**src/rtl/bcd_as_pkg.sv**
```systemverilog
package bcd_as_pkg;
  localparam int unsigned DIGIT_W = 4;
  typedef logic [DIGIT_W-1:0] digit_t;

  function automatic logic digit_neg(digit_t d);
    return d >= 4'd5;
  endfunction

  function automatic digit_t nines(digit_t d);
    return 4'd9 - d;
  endfunction
endpackage

```
**src/rtl/bcd_gp_cell.sv**
```systemverilog
module bcd_gp_cell
  import bcd_as_pkg::*;
#(
  parameter bit DIRECT_SUB = 1'b1
) (
  input  digit_t a_i,
  input  digit_t b_i,
  input  logic   sub_i,
  output logic   gen_o,
  output logic   prop_o
);
  logic [4:0] add_sum;
  assign add_sum = {1'b0, a_i} + {1'b0, b_i};

  generate
    if (DIRECT_SUB) begin : g_direct
      // a + (9-b) >= 10 <=> a > b ; a + (9-b) == 9 <=> a == b
      always_comb begin
        if (sub_i) begin
          gen_o  = a_i > b_i;
          prop_o = a_i == b_i;
        end else begin
          gen_o  = add_sum >= 5'd10;
          prop_o = add_sum == 5'd9;
        end
      end
    end else begin : g_via_nines
      logic [4:0] eff_sum;
      assign eff_sum = {1'b0, a_i} + {1'b0, (sub_i ? nines(b_i) : b_i)};
      always_comb begin
        gen_o  = eff_sum >= 5'd10;
        prop_o = eff_sum == 5'd9;
      end
    end
  endgenerate
endmodule

```
**src/rtl/bcd_carry_chain.sv**
```systemverilog
module bcd_carry_chain #(
  parameter int unsigned DIGITS = 4
) (
  input  logic [DIGITS-1:0] gen_i,
  input  logic [DIGITS-1:0] prop_i,
  input  logic              cin_i,
  output logic [DIGITS:0]   carry_o
);
  assign carry_o[0] = cin_i;
  for (genvar i = 0; i < DIGITS; i++) begin : g_link
    assign carry_o[i+1] = prop_i[i] ? carry_o[i] : gen_i[i];
  end
endmodule

```
**src/rtl/bcd_sum_cell.sv**
```systemverilog
module bcd_sum_cell
  import bcd_as_pkg::*;
(
  input  digit_t a_i,
  input  digit_t bx_i,
  input  logic   cin_i,
  input  logic   dcarry_i,
  output digit_t digit_o
);
  digit_t bin_sum;
  assign bin_sum = a_i + bx_i + {3'b000, cin_i};
  // +6 touches only bits [3:1]
  assign digit_o = {bin_sum[3:1] + (dcarry_i ? 3'd3 : 3'd0), bin_sum[0]};
endmodule

```
**src/rtl/bcd_sign_ext.sv**
```systemverilog
module bcd_sign_ext
  import bcd_as_pkg::*;
#(
  parameter int unsigned DIGITS = 4
) (
  input  logic [DIGIT_W*DIGITS-1:0]     num_i,
  output logic [DIGIT_W*(DIGITS+1)-1:0] ext_o
);
  assign ext_o = {(digit_neg(num_i[DIGIT_W*DIGITS-1 -: DIGIT_W]) ? 4'd9 : 4'd0), num_i};
endmodule

```
**src/rtl/bcd_addsub.sv**
```systemverilog
module bcd_addsub
  import bcd_as_pkg::*;
#(
  parameter int unsigned DIGITS     = 4,
  parameter bit          DIRECT_SUB = 1'b1
) (
  input  logic                      clk_i,
  input  logic                      rst_ni,
  input  logic                      sub_i,
  input  logic [DIGIT_W*DIGITS-1:0] a_i,
  input  logic [DIGIT_W*DIGITS-1:0] b_i,
  output logic [DIGIT_W*DIGITS-1:0] result_o,
  output logic                      carry_o,
  output logic                      overflow_o
);
  localparam int unsigned W   = DIGIT_W * DIGITS;
  localparam int unsigned EXT = DIGITS + 1;
  localparam int unsigned EW  = DIGIT_W * EXT;

  logic [EW-1:0]     a_ext, b_ext, sum_ext;
  logic [DIGITS-1:0] gen, prop;
  logic [DIGITS:0]   chain;

  bcd_sign_ext #(.DIGITS(DIGITS)) u_ext_a (.num_i(a_i), .ext_o(a_ext));
  bcd_sign_ext #(.DIGITS(DIGITS)) u_ext_b (.num_i(b_i), .ext_o(b_ext));

  for (genvar i = 0; i < DIGITS; i++) begin : g_digit
    digit_t a_d, b_d, bx_d, s_d;
    assign a_d  = a_i[DIGIT_W*i +: DIGIT_W];
    assign b_d  = b_i[DIGIT_W*i +: DIGIT_W];
    assign bx_d = sub_i ? nines(b_d) : b_d;

    bcd_gp_cell #(.DIRECT_SUB(DIRECT_SUB)) u_gp (
      .a_i(a_d), .b_i(b_d), .sub_i(sub_i), .gen_o(gen[i]), .prop_o(prop[i])
    );
    bcd_sum_cell u_sum (
      .a_i(a_d), .bx_i(bx_d), .cin_i(chain[i]), .dcarry_i(chain[i+1]), .digit_o(s_d)
    );
    assign sum_ext[DIGIT_W*i +: DIGIT_W] = s_d;
  end

  bcd_carry_chain #(.DIGITS(DIGITS)) u_chain (
    .gen_i(gen), .prop_i(prop), .cin_i(sub_i), .carry_o(chain)
  );

  // sign digit: carry out of it is never needed, so decide its correction locally
  digit_t a_top, bx_top, top_d;
  logic [4:0] top_raw;
  assign a_top   = a_ext[EW-1 -: DIGIT_W];
  assign bx_top  = sub_i ? nines(b_ext[EW-1 -: DIGIT_W]) : b_ext[EW-1 -: DIGIT_W];
  assign top_raw = {1'b0, a_top} + {1'b0, bx_top} + {4'b0, chain[DIGITS]};

  bcd_sum_cell u_sum_top (
    .a_i(a_top), .bx_i(bx_top), .cin_i(chain[DIGITS]),
    .dcarry_i(top_raw >= 5'd10), .digit_o(top_d)
  );
  assign sum_ext[EW-1 -: DIGIT_W] = top_d;

  logic ovf_next;
  assign ovf_next = digit_neg(top_d) != digit_neg(sum_ext[W-1 -: DIGIT_W]);

  always_ff @(posedge clk_i or negedge rst_ni) begin
    if (!rst_ni) begin
      result_o   <= '0;
      carry_o    <= 1'b0;
      overflow_o <= 1'b0;
    end else begin
      result_o   <= sum_ext[W-1:0];
      carry_o    <= chain[DIGITS];
      overflow_o <= ovf_next;
    end
  end

  // ---------------- assertions ----------------
  logic in_valid;
  always_comb begin
    in_valid = 1'b1;
    for (int k = 0; k < DIGITS; k++) begin
      if (a_i[DIGIT_W*k +: DIGIT_W] > 4'd9 || b_i[DIGIT_W*k +: DIGIT_W] > 4'd9) in_valid = 1'b0;
    end
  end

  for (genvar k = 0; k < DIGITS; k++) begin : g_chk
    assert_digit_bcd_R5: assert property (@(posedge clk_i) disable iff (!rst_ni)
      in_valid |=> result_o[DIGIT_W*k +: DIGIT_W] <= 4'd9);
  end

  assert_self_diff_R2: assert property (@(posedge clk_i) disable iff (!rst_ni)
    (sub_i && a_i == b_i) |=> (result_o == '0 && carry_o && !overflow_o));

  assert_add_zero_R1: assert property (@(posedge clk_i) disable iff (!rst_ni)
    (!sub_i && b_i == '0) |=> (result_o == $past(a_i) && !carry_o && !overflow_o));

  assert_sub_carry_R4: assert property (@(posedge clk_i) disable iff (!rst_ni)
    (sub_i && in_valid) |=> (carry_o == ($past(a_i) >= $past(b_i))));

  assert_ovf_signs_R3: assert property (@(posedge clk_i) disable iff (!rst_ni)
    overflow_o |->
      (digit_neg($past(a_i[W-1 -: DIGIT_W])) == ($past(sub_i) ^ digit_neg($past(b_i[W-1 -: DIGIT_W]))))
      && (digit_neg(result_o[W-1 -: DIGIT_W]) != digit_neg($past(a_i[W-1 -: DIGIT_W]))));

  assert_reset_clear_R6: assert property (@(posedge clk_i) disable iff (!rst_ni)
    $rose(rst_ni) |-> (result_o == '0 && !carry_o && !overflow_o));
endmodule

```
**config.mk**
```make
export PLATFORM = sky130hd
export DESIGN_NAME = bcd_addsub
export DESIGN_NICKNAME = d
export VERILOG_FILES = /design/src/rtl/bcd_as_pkg.sv /design/src/rtl/bcd_gp_cell.sv /design/src/rtl/bcd_carry_chain.sv /design/src/rtl/bcd_sum_cell.sv /design/src/rtl/bcd_sign_ext.sv /design/src/rtl/bcd_addsub.sv
export SDC_FILE = /design/constraint.sdc
export NUM_CORES = 1
export LEC_CHECK = 0
export BUFFER_PORTS_ARGS = -buffer_cell sky130_fd_sc_hd__buf_2
export CORE_MARGIN = 5
export CORE_UTILIZATION = 57
export CTS_BUF_LIST = sky130_fd_sc_hd__clkbuf_2 sky130_fd_sc_hd__clkbuf_4 sky130_fd_sc_hd__clkbuf_8
export CTS_CLUSTER_SIZE = 24
export DETAILED_ROUTE_END_ITERATION = 10
export GPL_TIMING_DRIVEN = 0
export HOLD_SLACK_MARGIN = 0.05
export PLACE_DENSITY_LB_ADDON = 0.2
export SYNTH_ARGS = -nofsm -noshare
export SYNTH_HDL_FRONTEND = slang
export SYNTH_SLANG_ARGS = --single-unit
```
**constraint.sdc**
```tcl
create_clock -name clk_i -period 0.8 [get_ports clk_i]
set_clock_uncertainty 0.2 [all_clocks]
set_input_delay 0.08 -clock clk_i [delete_from_list [all_inputs] [get_ports clk_i]]
set_output_delay 0.08 -clock clk_i [all_outputs]
set_load 0.05 [all_outputs]
```
# Yosys cells after proc, flatten, opt, wreduce, memory -nomap -nowiden

Index checks and enable logic that the tools add are counted.

Input port bits: 35
Output and inout port bits: 18
Word-level logic and storage cells: 75
Bits in registers: 18

Order comparisons: 13
Multiplexer cells: 24
$add $sub $neg: 26
Eq/ne operators: 9

Operator list:

| cell                                                                  | count |
|---|---|
| 4-bit 2-to-1 mux                                                      | 7 |
| 4-bit by 4-bit adder with 5-bit output                                | 5 |
| 5-bit by 4-bit >= comparator with 1-bit output, second input constant | 5 |
| 4-bit by 1-bit adder with 4-bit output                                | 5 |
| 4-bit adder                                                           | 5 |
| 5-bit by 4-bit == test with 1-bit output, second input constant       | 4 |
| 4-bit subtractor, first input constant                                | 5 |
| 4-bit == test                                                         | 4 |
| 4-bit by 3-bit >= comparator with 1-bit output, second input constant | 4 |
| 4-bit greater-than comparator                                         | 4 |
| 3-bit adder                                                           | 5 |
| 1-bit 2-to-1 mux                                                      | 12 |
| 2-bit 2-to-1 mux                                                      | 5 |
| 5-bit by 1-bit adder with 5-bit output                                | 1 |
| 1-bit != test                                                         | 1 |

# Depth between registers and ports, before layout

Gate-level depths: netlist (run 1).

Depth after elaboration: 13
Depth in mapped cells: 22
Depth with buffers taken out: 22

# Modules after synthesis

From an unflattened synthesis (run 1), not the netlist that was laid out.

Cells, all modules: 388
Area total of the unflattened synthesis: 3395.8 um^2

By module, submodules not included:

| module          | cells each | area an instance (um^2) | sequential area each (um^2) | times used |
|---|---|---|---|---|
| bcd_gp_cell     | 35         | 291.5                   | 0.0                         | 4 |
| bcd_sum_cell    | 23         | 190.2                   | 0.0                         | 5 |
| bcd_addsub      | 81         | 888.4                   | 450.4                       | 1 |
| bcd_sign_ext    | 22         | 157.7                   | 0.0                         | 2 |
| bcd_carry_chain | 8          | 75.1                    | 0.0                         | 1 |

# Worst setup path after synthesis (run 1)

OpenSTA, ideal clock, no wires.

Kind: input port to flip-flop
Start point: in a_i[0]
End point: reg overflow_o
Cell stages on the path: 21
Setup time: 0.096 ns
Setup slack: -4.587 ns
Required time: 0.504 ns
Buffers on the path: 0
Data arrival time: 5.092 ns
Cells stage by stage: ha_1 -> fa_1 -> o2bb2ai_1 -> a2111o_1 -> and3b_1 -> or3_1 -> nand2_1 -> nand2_1 -> fa_1 -> fa_1 -> inv_1 -> ha_1 -> inv_1 -> fa_1 -> xnor2_1 -> xnor2_1 -> xnor3_2 -> o21ai_2 -> mux2_4 -> a311o_1 -> a311oi_2

Longest elaborated chain between the ends: 13
Elaborated cells on any way between the ends: 22
Those cells by class: 6 x add/sub; 5 x order compare; 3 x eq/ne; 8 x mux

Ends and longest elaborated chain:

| item                                                                                                              | RTL line                             | text |
|---|---|---|
| start, declared                                                                                                   | bcd_addsub.sv:10                     | `input logic [DIGIT_W*DIGITS-1:0] a_i,` |
| 4-bit by 4-bit adder with 5-bit output                                                                            | bcd_gp_cell.sv:13                    | `assign add_sum = {1'b0, a_i} + {1'b0, b_i};` |
| 5-bit by 4-bit >= comparator with 1-bit output / 5-bit by 4-bit == test with 1-bit output (equally long branches) | bcd_gp_cell.sv:23, bcd_gp_cell.sv:24 |  |
| 1-bit 2-to-1 mux                                                                                                  | bcd_gp_cell.sv:19                    | `if (sub_i) begin` |
| 1-bit 2-to-1 mux * (3 in series)                                                                                  | bcd_carry_chain.sv:11                | `assign carry_o[i+1] = prop_i[i] ? carry_o[i] : gen_i[i];` |
| 1-bit 2-to-1 mux                                                                                                  | bcd_carry_chain.sv:11                |  |
| 5-bit by 1-bit adder with 5-bit output                                                                            | bcd_addsub.sv:51                     | `assign top_raw = {1'b0, a_top} + {1'b0, bx_top} + {4'b0, chain[DIGITS]};` |
| 5-bit by 4-bit >= comparator with 1-bit output                                                                    | bcd_addsub.sv:55                     | `.dcarry_i(top_raw >= 5'd10), .digit_o(top_d)` |
| 2-bit 2-to-1 mux                                                                                                  | bcd_sum_cell.sv:13                   | `assign digit_o = {bin_sum[3:1] + (dcarry_i ? 3'd3 : 3'd0), bin_sum[0]};` |
| 3-bit adder                                                                                                       | bcd_sum_cell.sv:13                   |  |
| 4-bit by 3-bit >= comparator with 1-bit output                                                                    | bcd_as_pkg.sv:6                      | `return d >= 4'd5;` |
| 1-bit != test *                                                                                                   | bcd_addsub.sv:60                     | `assign ovf_next = digit_neg(top_d) != digit_neg(sum_ext[W-1 -: DIGIT_W]);` |
| via ovf_next                                                                                                      | bcd_addsub.sv:59                     | `logic ovf_next;` |
| end signal, assigned                                                                                              | bcd_addsub.sv:70                     | `overflow_o <= ovf_next;` |
| end, declared                                                                                                     | bcd_addsub.sv:14                     | `output logic overflow_o` |

The timed path passes the listed nets; every way through them passes the cells marked *.

# Final worst setup path (run 1)

Same ends and word-level chain as after synthesis.

==> reports/results.md, run 1 <==
• **status** finished with violations
• **violations in the final reports** hold timing, setup timing
• **post-synthesis async set-or-reset flop share** 100%
• **average wire per cell in the routed design** 16.2 um
• **antenna violations before repair** 0
• **endpoint class of the critical path** register
• **via count of the first global-routing pass** 2315
• **maximum fanout along the worst path** 2
• **Yosys top cell area share** 22.2%
• **Data required, critical path** 0.76 ns
• **Setup Crit Path Kind** in -> reg
• **clock sink total** 18
• **Cell Pwr Density** 2340 mW/mm^2
• **clk slew on worst S/H paths** 0.08 ns
• **part of the Yosys area used for sequential elements** 17.7%
• **total negative slack for setup checks** -48.07 ns
• **count of placed standard cells including taps** 382
• **final setup violation count** 35
• **number of antenna diodes** 0
• **detailed placement HPWL** 4.73 mm
• **number of CTS-inserted buffers** 3
• **type of the worst min-delay path** in -> async
• **proportion of layout cells with a drive suffix above 1** 41.7%
• **Net Count, Synth** 374
• **first-pass GRT wire length** 10.7 mm
• **peak supply drop** 1020 uV
• **DRC errors left** 0
• **num ports** 53
• **Final Instance Count excl. Fillers** 407
• **post-DR vias/cell** 5.61
• **leading cell types by total area after synthesis** sky130_fd_sc_hd__ha_1 22%, sky130_fd_sc_hd__dfrtp_1 18%, sky130_fd_sc_hd__fa_1 12%
• **yosys synthesis warning count** 0
• **leading cell type in the layout, fill and taps excluded** sky130_fd_sc_hd__ha_1
• **die footprint** 0.00589 mm^2
• **worst-case setup slack after placement** -4.85 ns
• **post-route cell area** 0.00347 mm^2
• **DRT Wirelength** 6.58 mm
• **via total after detailed routing** 2282
• **post-detailed-route count of antenna-violating nets** 0
• **global-route usage over all layers** 22.4%
• **clock root cell** sky130_fd_sc_hd__clkbuf_8
• **Area Overhead vs Synth** 36.7%
• **Net count, final** 451
• **most frequent cells in the layout** 39 x sky130_fd_sc_hd__ha_1, 33 x sky130_fd_sc_hd__buf_2, 32 x sky130_fd_sc_hd__inv_1
• **GRT Residual Overflow** 0
• **initial core utilization** 58.7%
• **final setup margin** -4.32 ns
• **number of distinct library cell variants in the gate-level netlist after synthesis** 57
• **setup repair after global routing missed its margin** yes
• **number of H-tree levels** 1
• **cell area after placement** 0.00298 mm^2
• **largest net degree at the start of global routing** 19
• **minimum clock period** 5.12 ns
• **Syn Area/Cell** 9.10 um^2
• **worst endpoint data arrival time** 5.07 ns
• **Die Wd** 76.7 um
• **number of detailed-routing iterations run before antenna repair** 4
• **element type at the critical path start** primary input
• **ratio of final minimum period to clock period** 640%
• **leakage power summed over all cells** 1.68 nW
• **number of DRC markers in iteration 0** 192
• **Worst Hold Slack** -0.470 ns
• **Most used DFF post-synth** sky130_fd_sc_hd__dfrtp_1
• **die extent in y** 76.7 um
• **utilization of the core after routing** 80.2%
• **routability congestion estimate** 0.903
• **CTS max path bufs** 2
• **number of maximum-capacitance violations** 0
• **count of standard-cell rows** 24
• **overall power after layout** 8.13 mW
• **number of max-slew violations in the final report** 0
• **number of flops mapped to enable cells by yosys** 0
• **worst slew slack as a fraction of its limit** 62.0%
• **number of flip-flops and latches in the synthesized netlist** 18
• **final hold violation count** 19
• **Worst Tran Pin Value** 0.570 ns
• **library cell occupying the most area in the post-synthesis netlist** sky130_fd_sc_hd__ha_1
• **Cell Area, Synth** 0.00254 mm^2
• **CTS tree** done
• **count of input and output buffers** 51
• **synthesized netlist cell count** 279
• **maximum clock rate** 195 MHz
• **area of the core** 0.00432 mm^2
==> critical path: stages <==
cell	delay, ns
sky130_fd_sc_hd__buf_8	0.10
sky130_fd_sc_hd__ha_4	0.15
sky130_fd_sc_hd__fa_1	0.52
sky130_fd_sc_hd__o2bb2ai_2	0.06
sky130_fd_sc_hd__a2111o_1	0.40
sky130_fd_sc_hd__and3b_2	0.24
sky130_fd_sc_hd__or3_4	0.39
sky130_fd_sc_hd__nand2_4	0.08
sky130_fd_sc_hd__nand2_4	0.06
sky130_fd_sc_hd__fa_2	0.37
sky130_fd_sc_hd__fa_1	0.45
sky130_fd_sc_hd__inv_2	0.08
sky130_fd_sc_hd__ha_4	0.12
sky130_fd_sc_hd__inv_2	0.03
sky130_fd_sc_hd__fa_2	0.34
sky130_fd_sc_hd__xnor2_2	0.14
sky130_fd_sc_hd__xnor2_1	0.16
sky130_fd_sc_hd__xnor3_2	0.33
sky130_fd_sc_hd__o21ai_4	0.10
sky130_fd_sc_hd__mux2_4	0.32
sky130_fd_sc_hd__a311o_1	0.29
sky130_fd_sc_hd__a311oi_2	0.26
==> where the power goes <==
part / total (mW) / leakage [nW] / switching, mW / internal (mW)
Sequential: 1.56 / 0.192 / 0.199 / 1.36
Clock: 0.791 / 0.0288 / 0.352 / 0.439
Combinational: 5.78 / 1.46 / 3.31 / 2.47
==> timing repair <==
| action | in CTS | in global routing |
|---|---|---|
| gates resized for setup | 63 | 13 |
| setup endpoints to repair | 35 | 35 |
| pin swaps | 19 | 19 |
| buffers inserted | 14 | 9 |
| hold endpoints to repair | 20 | 19 |
==> path summary, 6_finish.rpt <==
kind                       cells past startpoint           end  slack, ns   start
max                                           22    overflow_o      -4.32  a_i[0]
min                                            1    overflow_o      -0.47  rst_ni
max in group asynchronous                      1  result_o[12]       0.56  rst_ni
min in group clk_i                             3   result_o[0]      -0.11  b_i[0]
==> cells by family (layout without fill, tap and decap cells) <==
logic type      Yosys count  after routing  synth area share (%)
fa+ha+maj                60             60                  34.0
compound gates           56             56                  15.5
simple gates             66             66                  13.8
flops                    18             18                  17.7
mux                       5              5                  2.17
xor+xnor                 26             26                  9.56
buf+inv                  48            124                  7.20
==> per-layer routing <==
| metal | vias to the layer above | wire length, um | GRT usage [%] | share of wire, % |
|---|---|---|---|---|
| met4 | 0 | 116 | 6.29 | 1.8 |
| met1 | 1079 | 2570 | 24.1 | 39 |
| met3 | 13 | 385 | 3.86 | 5.8 |
| met5 | - | 0 | 0 | 0 |
| li1 | 1098 | - | - | - |
| met2 | 92 | 3510 | 43.6 | 53 |
==> synth_stat cells (all sizes together), types with 2 or more instances <==
| master | count |
|---|---|
| fa | 15 |
| nor2b | 11 |
| o22ai | 4 |
| xor2 | 3 |
| nand2 | 16 |
| ha | 45 |
| nor4 | 2 |
| nor2 | 15 |
| o21bai | 4 |
| xnor2 | 22 |
| nand2b | 5 |
| nand3 | 2 |
| dfrtp | 18 |
| inv | 45 |
| a21oi | 11 |
| buf | 3 |
| o21ai | 14 |
| nor3 | 2 |
| o31ai | 3 |
| mux2i | 4 |
| or2 | 2 |
| o21a | 3 |
==> state kept, by name, summed over array words and instances, names as in the netlist <==
register and count:
result_o 16, carry_o 1, overflow_o 1
==> area by class of cell <==
type / count / area (um^2)
buffer: 3 / 13.8
multi-input combinational: 213 / 2140
timing repair buffer: 72 / 557
tap: 52 / 65.1
sequential: 18 / 472
fill: 254 / 855
clock buffer: 4 / 55.1
inverter: 45 / 169
Power figures use the tool's default switching activity.
==> inputs of run 2 (changes only) <==
- GPL_TIMING_DRIVEN: 0 -> 1
- SLEW_MARGIN: not set -> 20
==> run 2 against run 1 <==
Net effect: the flow now stops in 5_1_grt; area after synthesis is the same; synthesized cell count unchanged.
==> reports/results.md, run 2 <==
• **status** stopped before the end
• **last step reached** 5_1_grt
• **Log Error** [ERROR GRT-0232] Routing congestion too high. Check the congestion heatmap in the GUI.
• **largest net degree at the start of global routing** 19
• **number of H-tree levels** 1, unchanged
• **CTS max path bufs** 2, unchanged
• **Most used DFF post-synth** sky130_fd_sc_hd__dfrtp_1
• **list of most frequent post-synthesis cells** 45 x sky130_fd_sc_hd__ha_1, 44 x sky130_fd_sc_hd__inv_1, 22 x sky130_fd_sc_hd__xnor2_1, 18 x sky130_fd_sc_hd__dfrtp_1, 16 x sky130_fd_sc_hd__nand2_1
• **Die Wd** 76.7 um, unchanged
• **global-route usage over all layers** 80.2%
• **clock sink total** 18, unchanged
• **worst endpoint type** register input
• **leading cell type by number of instances after synthesis** sky130_fd_sc_hd__ha_1
• **Cell Area, Synth** 0.00254 mm^2, unchanged
• **leading cell types by total area after synthesis** sky130_fd_sc_hd__ha_1 22%, sky130_fd_sc_hd__dfrtp_1 18%, sky130_fd_sc_hd__fa_1 12%
• **initial core utilization** 58.7%, unchanged
• **yosys synthesis warning count** 0, unchanged
• **clock root cell** sky130_fd_sc_hd__clkbuf_8
• **part of the Yosys area used for sequential elements** 17.7%, unchanged
• **Yosys top cell area share** 22.2%, unchanged
• **GRT Residual Overflow** 234
• **post-synthesis async set-or-reset flop share** 100%, unchanged
• **routability congestion estimate** 0.909, +0.69%
• **detailed placement HPWL** 5.91 mm, +25%
• **worst-case setup slack after placement** -4.53 ns, +0.321 ns
• **synthesized netlist cell count** 279, unchanged
• **count of input and output buffers** 52, +2.0%
• **count of placed standard cells including taps** 470, +23%
• **library cell occupying the most area in the post-synthesis netlist** sky130_fd_sc_hd__ha_1
• **number of CTS-inserted buffers** 3, unchanged
• **number of distinct library cell variants in the gate-level netlist after synthesis** 57, unchanged
• **GRT worst endpoint** overflow_o$_DFF_PN0_/D
• **Syn Area/Cell** 9.10 um^2, unchanged
• **die extent in y** 76.7 um, unchanged
• **number of flip-flops and latches in the synthesized netlist** 18, unchanged
• **Net Count, Synth** 374, unchanged
• **number of flops mapped to enable cells by yosys** 0, unchanged
• **count of standard-cell rows** 24, unchanged
• **num ports** 53, unchanged
## run 2: timing repair
item                                    in CTS
pin swaps                                   27
setup buffers                                8
endpoints found under the setup margin      35
gates resized for setup                     75
endpoints found under the hold margin       19
hold buffers                                 1
## run 2: kinds of logic after synthesis
| logic type | synth area share, % |
|---|---|
| xor+xnor | 9.56 |
| simple gates | 13.8 |
| flops | 17.7 |
| mux | 2.17 |
| compound gates | 15.5 |
| fa+ha+maj | 34.0 |
| buf+inv | 7.20 |
## run 2: layer usage
| metal | GRT usage, % | overflow |
|---|---|---|
| met4 | 89.9 | 84 |
| met1 | 76.8 | 0 |
| met5 | 4.55 | 0 |
| met2 | 102 | 149 |
| met3 | 58.3 | 1 |
## run 2: per-stage QoR
stage	util (%)	area, um^2
after CTS	93.8	4050
after floorplan	-	2660
after detailed placement	84.6	3660
after global placement	84.6	3660
==> inputs of run 3 (changes only) <==
- CORE_UTILIZATION: 57 -> 40
- CTS_BUF_LIST: sky130_fd_sc_hd__clkbuf_2 sky130_fd_sc_hd__clkbuf_4 sky130_fd_sc_hd__clkbuf_8 -> not set
- CTS_CLUSTER_SIZE: 24 -> not set
- HOLD_SLACK_MARGIN: 0.05 -> not set
- PLACE_DENSITY_LB_ADDON: 0.2 -> 0.15
==> run 3 against run 2 <==
Net effect: the flow now finishes, with violations (hold timing, setup timing).
==> reports/results.md, run 3 (synthesized netlist as in run 1, its figures left out) <==
• **status** finished with violations
• **violations in the final reports** hold timing, setup timing
• **type of the worst min-delay path** in -> reg
• **clock root cell** sky130_fd_sc_hd__clkbuf_8
• **area occupied by multi-input gates** 0.00211 mm^2
• **element type at the critical path start** primary input
• **Worst Hold Slack** -0.0848 ns
• **count of input and output buffers** 52, unchanged
• **Hold Crit Depth** 3
• **post-detailed-route count of antenna-violating nets** 0
• **Final Instance Count excl. Fillers** 512
• **Data required, critical path** 0.77 ns
• **global-route usage over all layers** 17.3%
• **GRT Residual Overflow** 0
• **worst slew slack as a fraction of its limit** 63.0%
• **DRT Wirelength** 6.77 mm
• **number of CTS-inserted buffers** 3, unchanged
• **antenna violations before repair** 0
• **maximum fanout along the worst path** 2
• **most frequent cells in the layout** 97 x sky130_fd_sc_hd__buf_4, 40 x sky130_fd_sc_hd__ha_1, 32 x sky130_fd_sc_hd__buf_2
• **leakage power summed over all cells** 2.06 nW
• **number of H-tree levels** 1, unchanged
• **number of max-slew violations in the final report** 0
• **via total after detailed routing** 2445
• **CTS max path bufs** 2, unchanged
• **Worst Tran Pin Value** 0.551 ns
• **worst-case setup slack after placement** -4.50 ns, +0.0370 ns
• **number of hold buffers added after cts** 1, unchanged
• **Area Overhead vs Synth** 61.6%
• **minimum clock period** 4.89 ns
• **CTS tree** done
• **number of maximum-capacitance violations** 0
• **count of standard-cell rows** 29, +21%
• **area of all sequential standard cells** 472 um^2
• **count of placed standard cells including taps** 496, +5.5%
• **clk slew on worst S/H paths** 0.08 ns
• **Setup Crit Path Kind** in -> reg
• **peak supply drop** 2580 uV
• **post-DR vias/cell** 4.78
• **number of detailed-routing iterations run before antenna repair** 4
• **initial core utilization** 40.4%, -18 points
• **number of antenna diodes** 0
• **clock sink total** 18, unchanged
• **routability congestion estimate** 0.886, -2.5%
• **largest net degree at the start of global routing** 19
• **endpoint class of the critical path** register
• **setup repair after global routing missed its margin** yes
• **area of the core** 0.00628 mm^2
• **leading cell type in the layout, fill and taps excluded** sky130_fd_sc_hd__buf_4
• **Cell Pwr Density** 2070 mW/mm^2
• **die footprint** 0.00804 mm^2
• **largest registers** result_o x16, carry_o x1, overflow_o x1
• **proportion of layout cells with a drive suffix above 1** 51.7%
• **fill cell instance count of the final layout** 534
• **Reg with most FFs** result_o
• **via count of the first global-routing pass** 2492
• **final setup violation count** 35
• **first-pass GRT wire length** 11.0 mm
• **detailed placement HPWL** 5.54 mm, -6.2%
• **DRC errors left** 0
• **Die Wd** 89.7 um, +17%
• **final hold violation count** 1
• **ratio of final minimum period to clock period** 611%
• **worst endpoint data arrival time** 4.85 ns
• **max reg flops** 16
• **final setup margin** -4.09 ns
• **number of DRC markers in iteration 0** 59
• **average wire per cell in the routed design** 13.2 um
• **num ports** 53, unchanged
• **maximum clock rate** 205 MHz
• **die extent in y** 89.7 um, +17%
• **Net count, final** 531
==> run 3: final timing paths <==
check | end | slack (ns) | startpoint
max in group asynchronous | result_o[7] | 0.18 | rst_ni
min in group asynchronous | result_o[8] | 0.07 | rst_ni
worst max-delay path | overflow_o | -4.09 | a_i[0]
worst min-delay path | result_o[0] | -0.08 | a_i[0]
==> run 3: critical path, cell delays in order <==
cell and delay (ns):
sky130_fd_sc_hd__buf_8 0.10, sky130_fd_sc_hd__ha_4 0.15, sky130_fd_sc_hd__fa_2 0.54, sky130_fd_sc_hd__o2bb2ai_2 0.06, sky130_fd_sc_hd__a2111o_1 0.37, sky130_fd_sc_hd__and3b_1 0.19, sky130_fd_sc_hd__or3_4 0.38, sky130_fd_sc_hd__nand2_2 0.08
sky130_fd_sc_hd__nand2_2 0.06, sky130_fd_sc_hd__fa_2 0.37, sky130_fd_sc_hd__fa_1 0.45, sky130_fd_sc_hd__inv_2 0.08, sky130_fd_sc_hd__ha_4 0.12, sky130_fd_sc_hd__inv_2 0.03, sky130_fd_sc_hd__fa_2 0.34, sky130_fd_sc_hd__xnor2_2 0.14
sky130_fd_sc_hd__xnor2_1 0.15, sky130_fd_sc_hd__xnor3_2 0.31, sky130_fd_sc_hd__o21ai_4 0.09, sky130_fd_sc_hd__mux2_4 0.31, sky130_fd_sc_hd__a311o_1 0.29, sky130_fd_sc_hd__a311oi_2 0.18
==> run 3: power breakdown <==
part / internal (mW) / leakage [nW] / switching, mW
Combinational: 2.87 / 1.84 / 3.28
Clock: 0.438 / 0.0288 / 0.362
Sequential: 1.36 / 0.192 / 0.191
==> run 3: timing repair <==
item / CTS / global route
gates cloned: 0 / 0
setup endpoints to repair: 35 / 35
pin swaps: 26 / 10
resized for setup: 58 / 10
buffers inserted: 7 / 6
hold endpoints to repair: 19 / 1
==> run 3: final cells by class <==
type	instances	share of cell area, %
Multi-Input combinational cell	213	51.5
Timing Repair Buffer	155	29.2
Clock buffer	4	1.34
Inverter	45	4.12
Tap cell	77	2.35
Sequential cell	18	11.5
==> run 3: layer usage <==
metal  track usage, %  part of all wire, %
met1             22.0                   44
met2             31.8                   52
met3             1.73                  3.8
met4             3.38                 0.75
met5                0                    0
==> run 3: stage by stage <==
| stage | power [mW] | utilization (%) | setup TNS (ns) | hold WS [ns] | area [um^2] |
|---|---|---|---|---|---|
| after global placement | 6.66 | 58.9 | -46.81 | -0.179 | 3700 |
| final | 8.51 | 65.3 | -46.64 | -0.0848 | 4100 |
| after CTS | 8.41 | 64.2 | -45.79 | -0.0982 | 4030 |
| after detailed placement | 6.74 | 58.9 | -47.57 | -0.178 | 3700 |
| after floorplan | 5.06 | - | -40.36 | -0.416 | 2660 |
| after global routing | 9.06 | 65.3 | -48.48 | -0.0787 | 4100 |
